## config.mk

```make
export PLATFORM = sky130hd
export DESIGN_NAME = disp_hold
export DESIGN_NICKNAME = d
export VERILOG_FILES = /design/src/rtl/disp_hold.sv
export SDC_FILE = /design/constraint.sdc
export NUM_CORES = 1
export LEC_CHECK = 0
export BUFFER_PORTS_ARGS = -buffer_cell sky130_fd_sc_hd__buf_4
export CORE_ASPECT_RATIO = 1.4
export CORE_MARGIN = 1
export CORE_UTILIZATION = 41
export CTS_CLUSTER_DIAMETER = 40
export DETAILED_ROUTE_END_ITERATION = 8
export PLACE_DENSITY = 0.73
export SYNTH_ARGS = -nofsm -noshare
export SYNTH_HDL_FRONTEND = slang
export SYNTH_SLANG_ARGS = --single-unit
```

## constraint.sdc

```tcl
create_clock -name clk -period 0.8 [get_ports clk]
set_input_delay 0.16 -clock clk [delete_from_list [all_inputs] [get_ports clk]]
set_output_delay 0.16 -clock clk [all_outputs]
set_load 0.05 [all_outputs]
```

## src/rtl/disp_hold.sv

```systemverilog
module disp_hold #(
  parameter int BYTE_W = 8,
  parameter int IMM_W  = 8
) (
  input  logic                clk,
  input  logic                rst_n,
  input  logic                wr_en,
  input  logic                clr,
  input  logic [IMM_W-1:0]    sel,
  input  logic [BYTE_W-1:0]   din,
  output logic [2*BYTE_W-1:0] shown,
  output logic                shown_valid
);
  localparam int WORD_W = 2 * BYTE_W;

  logic [BYTE_W-1:0] stage_q;
  logic [WORD_W-1:0] shown_q;
  logic              valid_q;
  logic              armed_q;

  logic do_clear, do_stage, do_commit;
  logic unused_sel_hi;

  assign do_clear  = wr_en & clr;
  assign do_stage  = wr_en & ~clr & ~sel[0];
  assign do_commit = wr_en & ~clr &  sel[0];
  assign unused_sel_hi = ^sel[IMM_W-1:1];

  always_ff @(posedge clk) begin
    if (!rst_n) begin
      stage_q <= '0;
      shown_q <= '0;
      valid_q <= 1'b0;
    end else begin
      valid_q <= do_commit;
      if (do_clear) begin
        stage_q <= '0;
        shown_q <= '0;
      end else if (do_stage) begin
        stage_q <= din;
      end else if (do_commit) begin
        shown_q <= {stage_q, din};
      end
    end
  end

  always_ff @(posedge clk) armed_q <= rst_n;

  assign shown       = shown_q;
  assign shown_valid = valid_q;

  p_idle_hold_r7: assert property (@(posedge clk) disable iff (!rst_n)
    (armed_q && !$past(wr_en)) |-> ($stable(shown) && $stable(stage_q) && !shown_valid));

  p_stage_keeps_shown_r2: assert property (@(posedge clk) disable iff (!rst_n)
    (armed_q && $past(wr_en && !clr && !sel[0])) |-> ($stable(shown) && stage_q == $past(din)));

  p_commit_word_r3: assert property (@(posedge clk) disable iff (!rst_n)
    (armed_q && $past(wr_en && !clr && sel[0])) |-> (shown == {$past(stage_q), $past(din)}));

  p_clear_zero_r5: assert property (@(posedge clk) disable iff (!rst_n)
    (armed_q && $past(wr_en && clr)) |-> (shown == '0 && stage_q == '0 && !shown_valid));

  p_valid_source_r9: assert property (@(posedge clk) disable iff (!rst_n)
    (armed_q && shown_valid) |-> $past(wr_en && !clr && sel[0]));
endmodule

```

==> impl_results.md, run 1 <==
* R2R setup slack at 0.12 ns
* Pre-CTS WS at -0.1410 ns
* Max clock buf depth at 2
* Die area at 2382 µm²
* CTS tree: yes
* Total power at 2.136 mW
* Max-Cap Viols at 0
* Drt total wl at 1.837 mm
* Routed WL per cell at 12.01 µm
* ANT nets after route at 0
* N_diodes at 0
* Slew @ Worst Pin at 0.3063 ns
* Core area at 2021 µm²
* Area delta synth->final at 49.93%
* Reg clk slew, reported paths at 0.12 ns
* Synthesized area per cell at 9.443 µm²
* Clock Skew at 0.003742 ns
* Crit start category: register
* CTS Buf Count at 3
* Register area share after synthesis at 55.79%
* Reg2Reg Depth at 3
* Yosys top cell by area: dfxtp_1
* All-Layer GR Usage at 16.46%
* Global-route wire length before repair at 3.174 mm
* IO Pins at 37
* Synth Warn # at 0
* RSZ-0062 raised after global routing: yes
* CTS Hold Buffers Added at 0
* Worst path buffer plus inverter count at 1
* CP Max Fanout at 2
* Max-slew headroom at 79.58%
* DRT iter0 DRCs at 12
* Pwr dens at 1588 nW/µm²
* Max Freq at 1.023 GHz
* Die W at 41.54 µm
* Synth area leaders: dfxtp_1 (56%), nand3_1 (8.9%), nand2_1 (6.7%), o22ai_1 (5.6%), o21ai_1 (5.0%)
* Met1 WL at 807 µm
* IR drop worst, VDD at 0.001413 V
* Distinct cell type count after synthesis at 17
* Via count at 804
* Final GP Congestion at 0.6853
* CTS sink cnt at 25
* Remaining Overflow, GRT at 0
* Worst Hold End: shown[7]
* Worst hold path cell count at 3
* Most common cell in the netlist: dfxtp_1
* Failing checks: negative setup slack
* Reg2Reg Launch Point: shown[3]
* Syn Std Cell Area at 897.1 µm²
* Critical Path AT at 0.82 ns
* Worst Hold Slack at 0.1131 ns
* Hold/Removal Path Class: primary input to register
* Syn_nets at 115
* Vias in the first global route at 743
* Post-synth EDFFs at 0
* Initial antenna violation count at 0
* Crit-path cells: buf_6
* Leak at 0.5589 nW
* Hpwl dp at 1.288 mm
* Worst Hold Launch: din[7]
* Initial Util at 44.40%
* Largest stage delay, worst path at 0.36 ns
* Metal2 WL at 932 µm
* Chip height at 57.35 µm
* Vias/cell at 5.255
* List of most frequent post-synthesis cells: dfxtp_1 (25), nand2_1 (16), nand3_1 (16)
* Buffers added on ports at 29
* Fin crit share at 122.2%
* H-tree lvl count at 1
* Share of cells above drive strength 1 at 50.00%
* Worst Slack Setup Final at -0.1773 ns
* Worst setup EP type: output port
* Post-synth ARST share at 0%
* Max Slew Vio Count at 0
* Register bit total from synthesis at 25
* Routed met3 length at 85 µm
* Finish-stage setup viols at 17
* Num rows at 19
* First drt pass iteration count at 4
* Largest net degree at the start of global routing at 19
* Crit-path leading delay family: flip-flops
* Drt drc at 0
* Final hold viol count at 0
* Status: finished with violations
* RR Endpoint: shown[3]
* Critical path's slowest cell: dfxtp_2
* Tmin final at 0.9773 ns
* Cells after Synth at 95
* Crit Path Category: register to output port
* Synth top area share at 55.79%
* CTS Root Cell: clkbuf_4
* Highest routed layer: met4
* Required @ worst endpoint at 0.64 ns
* Nets@finish at 153
* Synth Flop Type: dfxtp_1
* Clk_lat worst skew at 0.30 ns
* Number of fill cells at 157
through the flow:
stage	setup TNS (ns)	util, %	cells	area, µm²
floorplan	-0.003727	-	95	917.1
global placement	-1.410	59.44	147	1201
detailed placement	-1.795	59.44	147	1201
CTS	-3.085	64.33	151	1300
global route	-3.594	66.56	153	1345
finish	-2.852	66.56	153	1345
sequential cells by signal, indices dropped and copies added, names as in the netlist:
signal,cells
shown,16
stage_q,8
shown_valid,1
tightest hold or removal path: stages:
cell     delay, ns
buf_4         0.11
nand2_1       0.06
o21ai_1       0.06
worst max-delay path by stage:
stage	startpoint	end	slack [ns]	depth (start not counted)
2_1_floorplan	rst_n	shown[2]	-0.004	4
5_1_grt	shown[7]	shown[7]	-0.23	1
6_report	shown[13]	shown[13]	-0.18	1
3_5_place_dp	clr	stage_q[4]	-0.14	4
3_3_place_gp	clr	stage_q[6]	-0.12	4
4_1_cts	shown[11]	shown[11]	-0.19	1
layout make-up:
cell class / count / area [µm²] / area share [%]
sequential: 25 / 521.8 / 38.79
timing repair buffer: 40 / 426.7 / 31.72
multi-input combinational: 62 / 340.3 / 25.30
clock buffer: 4 / 26.28 / 1.953
tap: 21 / 26.28 / 1.953
inverter: 1 / 3.754 / 0.2791
report_power, final:
group | total [mW] | internal (mW) | switching [mW]
Clock | 0.529 | 0.194 | 0.335
Combinational | 0.320 | 0.151 | 0.169
Sequential | 1.29 | 1.27 | 0.0139
layer usage:
layer / global-route usage (%) / up-vias
met2: 26.34 / 24
met4: 6.912 / 0
li1: - / 407
met1: 22.44 / 371
met3: 1.899 / 2
met5: 0 / -
placed cells by master, fill, tap and decap left out, drive strengths merged:
cell,count
a21boi,1
and3,1
buf,40
clkbuf,4
dfxtp,25
inv,1
nand2,17
nand2b,1
nand3,16
nor2b,1
o21ai,17
o22ai,8
cell families after synthesis:
group	synth area share (%)
flops	55.79
buf+inv	6.275
compound gates	17.99
simple gates	19.95
timing repair:
action                     4_1_cts  5_1_grt
setup endpoints to repair       17       17
gates cloned                     0        0
gates resized for setup         20        8
setup buffers                    0        2
Note: power is estimated with default switching activity, not from simulation.
==> inputs of run 2 (changes only) <==
CORE_MARGIN = 2   (was 1)
CORE_UTILIZATION = 49   (was 41)
PLACE_DENSITY = 0.81   (was 0.73)
clock period = 1.22 ns   (was 0.8 ns; I/O delays follow)
==> run 2 against run 1 <==
The run now ends clean. Final cell count fell by 7.2%. Clock skew increased by 0.0022 ns. Sequential cell count did not move. Non-clock buffer count decreased by 10. Critical path type unchanged. Critical endpoint is now shown[12].
==> impl_results.md, run 2 (synthesis results as in run 1) <==
* R2R setup slack at 0.56 ns (was 0.12 ns)
* Commonest non-fill, non-tap cell in the layout: buf_4 (unchanged)
* First drt pass iteration count at 4 (unchanged)
* Via count at 760 (was 804)
* Crit-path cells: buf_4 (was buf_6)
* ANT nets after route at 0 (unchanged)
* IO Pins at 37 (unchanged)
* Worst setup EP type: output port (unchanged)
* N_diodes at 0 (unchanged)
* RR Endpoint: stage_q[2] (was shown[3])
* Crit Path Category: register to output port (unchanged)
* Number of cells on the critical path at 1 (unchanged)
* CTS Hold Buffers Added at 0 (unchanged)
* Max Slew Vio Count at 0 (unchanged)
* Max-slew headroom at 72.47% (was 79.58%)
* CP endpoint: shown[12] (was shown[13])
* Finish-stage setup viols at 0 (was 17)
* DRT iter0 DRCs at 27 (was 12)
* Drt total wl at 1.882 mm (was 1.837 mm)
* Buffers added on ports at 29 (unchanged)
* Slew @ Worst Pin at 0.4105 ns (was 0.3063 ns)
* Most frequent cells in the layout: buf_4 (29), dfxtp_1 (25), nand2_1 (16), nand3_1 (16), o21ai_1 (9) (was buf_4 (21), dfxtp_2 (17), nand2_1 (16), nand3_1 (16), buf_8 (10))
* Initial antenna violation count at 0 (unchanged)
* Largest stage delay, worst path at 0.37 ns (was 0.36 ns)
* Finished Cell Area at 1135 µm² (was 1345 µm²)
* IR drop worst, VDD at 0.0007526 V (was 0.001413 V)
* Tmin final at 1.146 ns
* Worst path buffer plus inverter count at 1 (unchanged)
* CTS sink cnt at 25 (unchanged)
* Clock Skew at 0.005922 ns (was 0.003742 ns)
* Setup TNS at 0 ns (was -2.852 ns)
* CP Max Fanout at 2 (unchanged)
* RSZ-0062 raised after global routing: no (was yes)
* Required @ worst endpoint at 0.98 ns (was 0.64 ns)
* Area delta synth->final at 26.50% (was 49.93%)
* Drt drc at 0 (unchanged)
* H-tree lvl count at 1 (unchanged)
* Routed WL per cell at 13.25 µm (was 12.01 µm)
* Max-Cap Viols at 0 (unchanged)
* Crit path launch: shown[12] (was shown[13])
* Core area at 1734 µm² (was 2021 µm²)
* Global-route wire length before repair at 2.780 mm (was 3.174 mm)
* Reg2Reg Launch Point: stage_q[2] (was shown[3])
* Reg clk slew, reported paths at 0.13 ns (was 0.12 ns)
* Remaining Overflow, GRT at 0 (unchanged)
* Nets@finish at 143 (was 153)
* Leak at 0.4762 nW (was 0.5589 nW)
* Largest net degree at the start of global routing at 34 (was 19)
* Die area at 2194 µm² (was 2382 µm²)
* Reg2Reg Depth at 2 (was 3)
* Largest register FFs at 16 (unchanged)
* All-Layer GR Usage at 19.13% (was 16.46%)
* Fin crit share at 93.91%
* CTS Buf Count at 3 (unchanged)
* Crit-path leading delay family: flip-flops (unchanged)
* Critical path's slowest cell: dfxtp_1 (was dfxtp_2)
* Post-CTS Setup Inserts at 0 (unchanged)
* CTS tree: yes (unchanged)
* Share of cells above drive strength 1 at 32.79% (was 50.00%)
* Hold/Removal Path Class: primary input to register (unchanged)
* Die W at 40.16 µm (was 41.54 µm)
* Crit start category: register (unchanged)
* Pwr dens at 1218 nW/µm² (was 1588 nW/µm²)
* Max Freq at 0.8728 GHz
* Max clock buf depth at 2 (unchanged)
* Status: finished clean (was finished with violations)
* Chip height at 54.63 µm (was 57.35 µm)
* Num rows at 18 (was 19)
* Final GP Congestion at 0.7225 (was 0.6853)
* Initial Util at 51.73% (was 44.40%)
* Critical Path AT at 0.90 ns (was 0.82 ns)
* Post-DP Area at 1107 µm² (was 1201 µm²)
* CTS resizes at 0 (was 20)
* Clk_lat worst skew at 0.33 ns (was 0.30 ns)
* CTS Root Cell: clkbuf_4 (unchanged)
* Final hold viol count at 0 (unchanged)
* Vias/cell at 5.352 (was 5.255)
* Vias in the first global route at 666 (was 743)
==> run 2: metrics by stage <==
step,power [mW],utilization (%),hold slack (ns),worst slack (ns),instances
after floorplan,0.9645,-,0.3987,0.3265,95
after global routing,1.424,65.44,0.1721,0.03117,142
final,1.382,65.44,0.1793,0.07430,142
after CTS,1.383,65.44,0.1761,0.07006,142
after detailed placement,1.028,63.85,0.4552,0.1643,138
after global placement,1.025,63.85,0.4394,0.1898,138
==> run 2: per-layer routing <==
| metal | vias up | wire, µm | track usage, % |
|---|---|---|---|
| li1 | 383 | - | - |
| met4 | 0 | 50 | 12.07 |
| met3 | 5 | 78 | 3.659 |
| met1 | 350 | 823 | 22.11 |
| met2 | 22 | 929 | 31.18 |
| met5 | - | 0 | 0 |
==> run 2: layout make-up <==
cell class              instances  area (µm²)
well taps                      20       25.02
repair buffers                 30       237.7
multi-input cells              62       340.3
fillers                       139       599.3
clock inverters                 1       5.005
inverters                       1       3.754
flip-flops and latches         25       500.5
clock buffers                   3       22.52
==> run 2: power by group <==
part / switching (mW) / internal (mW)
sequential: 0.00650 / 0.833
clock: 0.248 / 0.123
combinational: 0.107 / 0.0649
total: 0.361 / 1.02
==> run 2: worst reg2reg max path: stages, from the launching register on <==
cell     delay, ns
dfxtp_1       0.34
nand2_1       0.06
o22ai_1       0.19
==> run 2: worst min-delay path by stage <==
stage / end / slack (ns) / cells past startpoint / from
floorplan: shown[4] / 0.40 / 2 / din[4]
global placement: shown[11] / 0.44 / 2 / stage_q[3]
detailed placement: shown[8] / 0.46 / 2 / stage_q[0]
CTS: stage_q[0] / 0.18 / 3 / din[0]
global route: shown[5] / 0.17 / 3 / din[5]
finish: shown[5] / 0.18 / 3 / din[5]
==> inputs of run 3 (changes only) <==
MAX_ROUTING_LAYER = met4   (was default)
==> run 3 against run 2 <==
Sequential cell count is the same. Core utilization is the same. Register-to-register slack is essentially flat. Setup slack gained 0.0016 ns. Wire length grew 0.90%. Sequential share of layout area is the same. Hold slack gained 0.0026 ns. Sequential power is essentially flat. Total power shrank 0.49%. Count of clock-buffer cells in the layout is the same.
==> impl_results.md, run 3 (synthesis results as in run 1) <==
* Fin crit share at 93.78% (was 93.91%)
* Initial Util at 51.73% (unchanged)
* H-tree lvl count at 1 (unchanged)
* Tmin final at 1.144 ns (was 1.146 ns)
* CTS sink cnt at 25 (unchanged)
* Area delta synth->final at 26.50% (unchanged)
* Via count at 763 (was 760)
* Final hold viol count at 0 (unchanged)
* Max-Cap Viols at 0 (unchanged)
* Crit start category: register (unchanged)
* Total power at 1.376 mW (was 1.382 mW)
* Buffers added on ports at 29 (unchanged)
* Max clock buf depth at 2 (unchanged)
* Leak at 0.4762 nW (unchanged)
* ANT nets after route at 0 (unchanged)
* Clk_lat worst skew at 0.32 ns (was 0.33 ns)
* CTS Root Cell: clkbuf_4 (unchanged)
* IR drop worst, VDD at 0.0007533 V (was 0.0007526 V)
* CTS tree: yes (unchanged)
* Clock Skew at 0.009831 ns (was 0.005922 ns)
* IO Pins at 37 (unchanged)
* CTS resizes at 0 (unchanged)
* Remaining Overflow, GRT at 0 (unchanged)
* Routed WL per cell at 13.37 µm (was 13.25 µm)
* Status: finished clean (unchanged)
* Largest net degree at the start of global routing at 34 (unchanged)
* CP Max Fanout at 2 (unchanged)
* Vias in the first global route at 674 (was 666)
* Required @ worst endpoint at 0.98 ns (about the same)
* Max-slew headroom at 72.60% (was 72.47%)
* Global-route wire length before repair at 2.773 mm (was 2.780 mm)
* Final GP Congestion at 0.7311 (was 0.7225)
* Largest stage delay, worst path at 0.37 ns (about the same)
* Finish-stage setup viols at 0 (unchanged)
* Post-CTS Setup Inserts at 0 (unchanged)
* Worst Slack Setup Final at 0.07586 ns (was 0.07430 ns)
* Nets@finish at 143 (unchanged)
* Critical path's slowest cell: dfxtp_1 (unchanged)
* Non-Filler Instances at 142 (unchanged)
* Pwr dens at 1212 nW/µm² (was 1218 nW/µm²)
* Share of cells above drive strength 1 at 32.79% (unchanged)
* Reg clk slew, reported paths at 0.13 ns (about the same)
* Die area at 2194 µm² (unchanged)
* CTS Hold Buffers Added at 0 (unchanged)
* CTS Buf Count at 3 (unchanged)
* Hold/Removal Path Class: primary input to register (unchanged)
* Commonest non-fill, non-tap cell in the layout: buf_4 (unchanged)
* Placed Cells at 138 (unchanged)
* N_diodes at 0 (unchanged)
* Most frequent cells in the layout: buf_4 (29), dfxtp_1 (25), nand2_1 (16), nand3_1 (16), o21ai_1 (9) (unchanged)
* Worst setup EP type: output port (unchanged)
* All-Layer GR Usage at 19.64% (was 19.13%)
* DRT iter0 DRCs at 28 (was 27)
* RSZ-0062 raised after global routing: no (unchanged)
* Vias/cell at 5.373 (was 5.352)
* Worst path buffer plus inverter count at 1 (unchanged)
* Crit Path Category: register to output port (unchanged)
* Core area at 1734 µm² (unchanged)
* Num rows at 18 (unchanged)
* Setup TNS at 0 ns (unchanged)
* Drt total wl at 1.899 mm (was 1.882 mm)
* Final Util at 65.44% (unchanged)
* Crit-path cells: buf_4 (unchanged)
* Drt drc at 0 (unchanged)
* Die W at 40.16 µm (unchanged)
* First drt pass iteration count at 4 (unchanged)
* Pre-CTS WS at 0.1643 ns (unchanged)
* Largest register FFs at 16 (unchanged)
* Chip height at 54.63 µm (unchanged)
* Max Slew Vio Count at 0 (unchanged)
* Max Freq at 0.8740 GHz (was 0.8728 GHz)
* Slew @ Worst Pin at 0.4086 ns (was 0.4105 ns)
* Critical Path AT at 0.90 ns (about the same)
* Initial antenna violation count at 0 (unchanged)
* Crit-path leading delay family: flip-flops (unchanged)
-- run 3: path summary, 6_finish.rpt --
path              start         end  slack [ns]  depth (start not counted)
min reg2reg  stage_q[3]   shown[11]        0.46                          2
max reg2reg  stage_q[2]  stage_q[2]        0.56                          2
min              din[6]    shown[6]        0.18                          3
max            shown[4]    shown[4]        0.08                          1
-- run 3: stage by stage --
step / instance area (µm²) / hold WS, ns
detailed placement: 1107 / 0.4552
floorplan: 897.1 / 0.3987
global placement: 1107 / 0.4394
finish: 1135 / 0.1820
global route: 1135 / 0.1721
CTS: 1135 / 0.1761
-- run 3: cell type report --
type | count | area, µm²
Timing Repair Buffer | 30 | 237.7
Clock buffer | 3 | 22.52
Clock inverter | 1 | 5.005
Tap cell | 20 | 25.02
Inverter | 1 | 3.754
Multi-Input combinational cell | 62 | 340.3
Sequential cell | 25 | 500.5
Fill cell | 139 | 599.3
-- run 3: where the power goes --
group          switching (mW)  internal, mW
registers             0.00655         0.833
logic                   0.107        0.0649
clock network           0.241         0.123
-- run 3: routing by layer --
| metal | global-route usage, % | vias up | share of wire, % | routed length, µm |
|---|---|---|---|---|
| li1 | - | 385 | - | - |
| met1 | 22.11 | 354 | 44 | 845 |
| met2 | 31.18 | 18 | 49 | 933 |
| met3 | 3.659 | 6 | 3.7 | 70 |
| met4 | 12.07 | 0 | 2.6 | 50 |
| met5 | - | - | 0 | 0 |
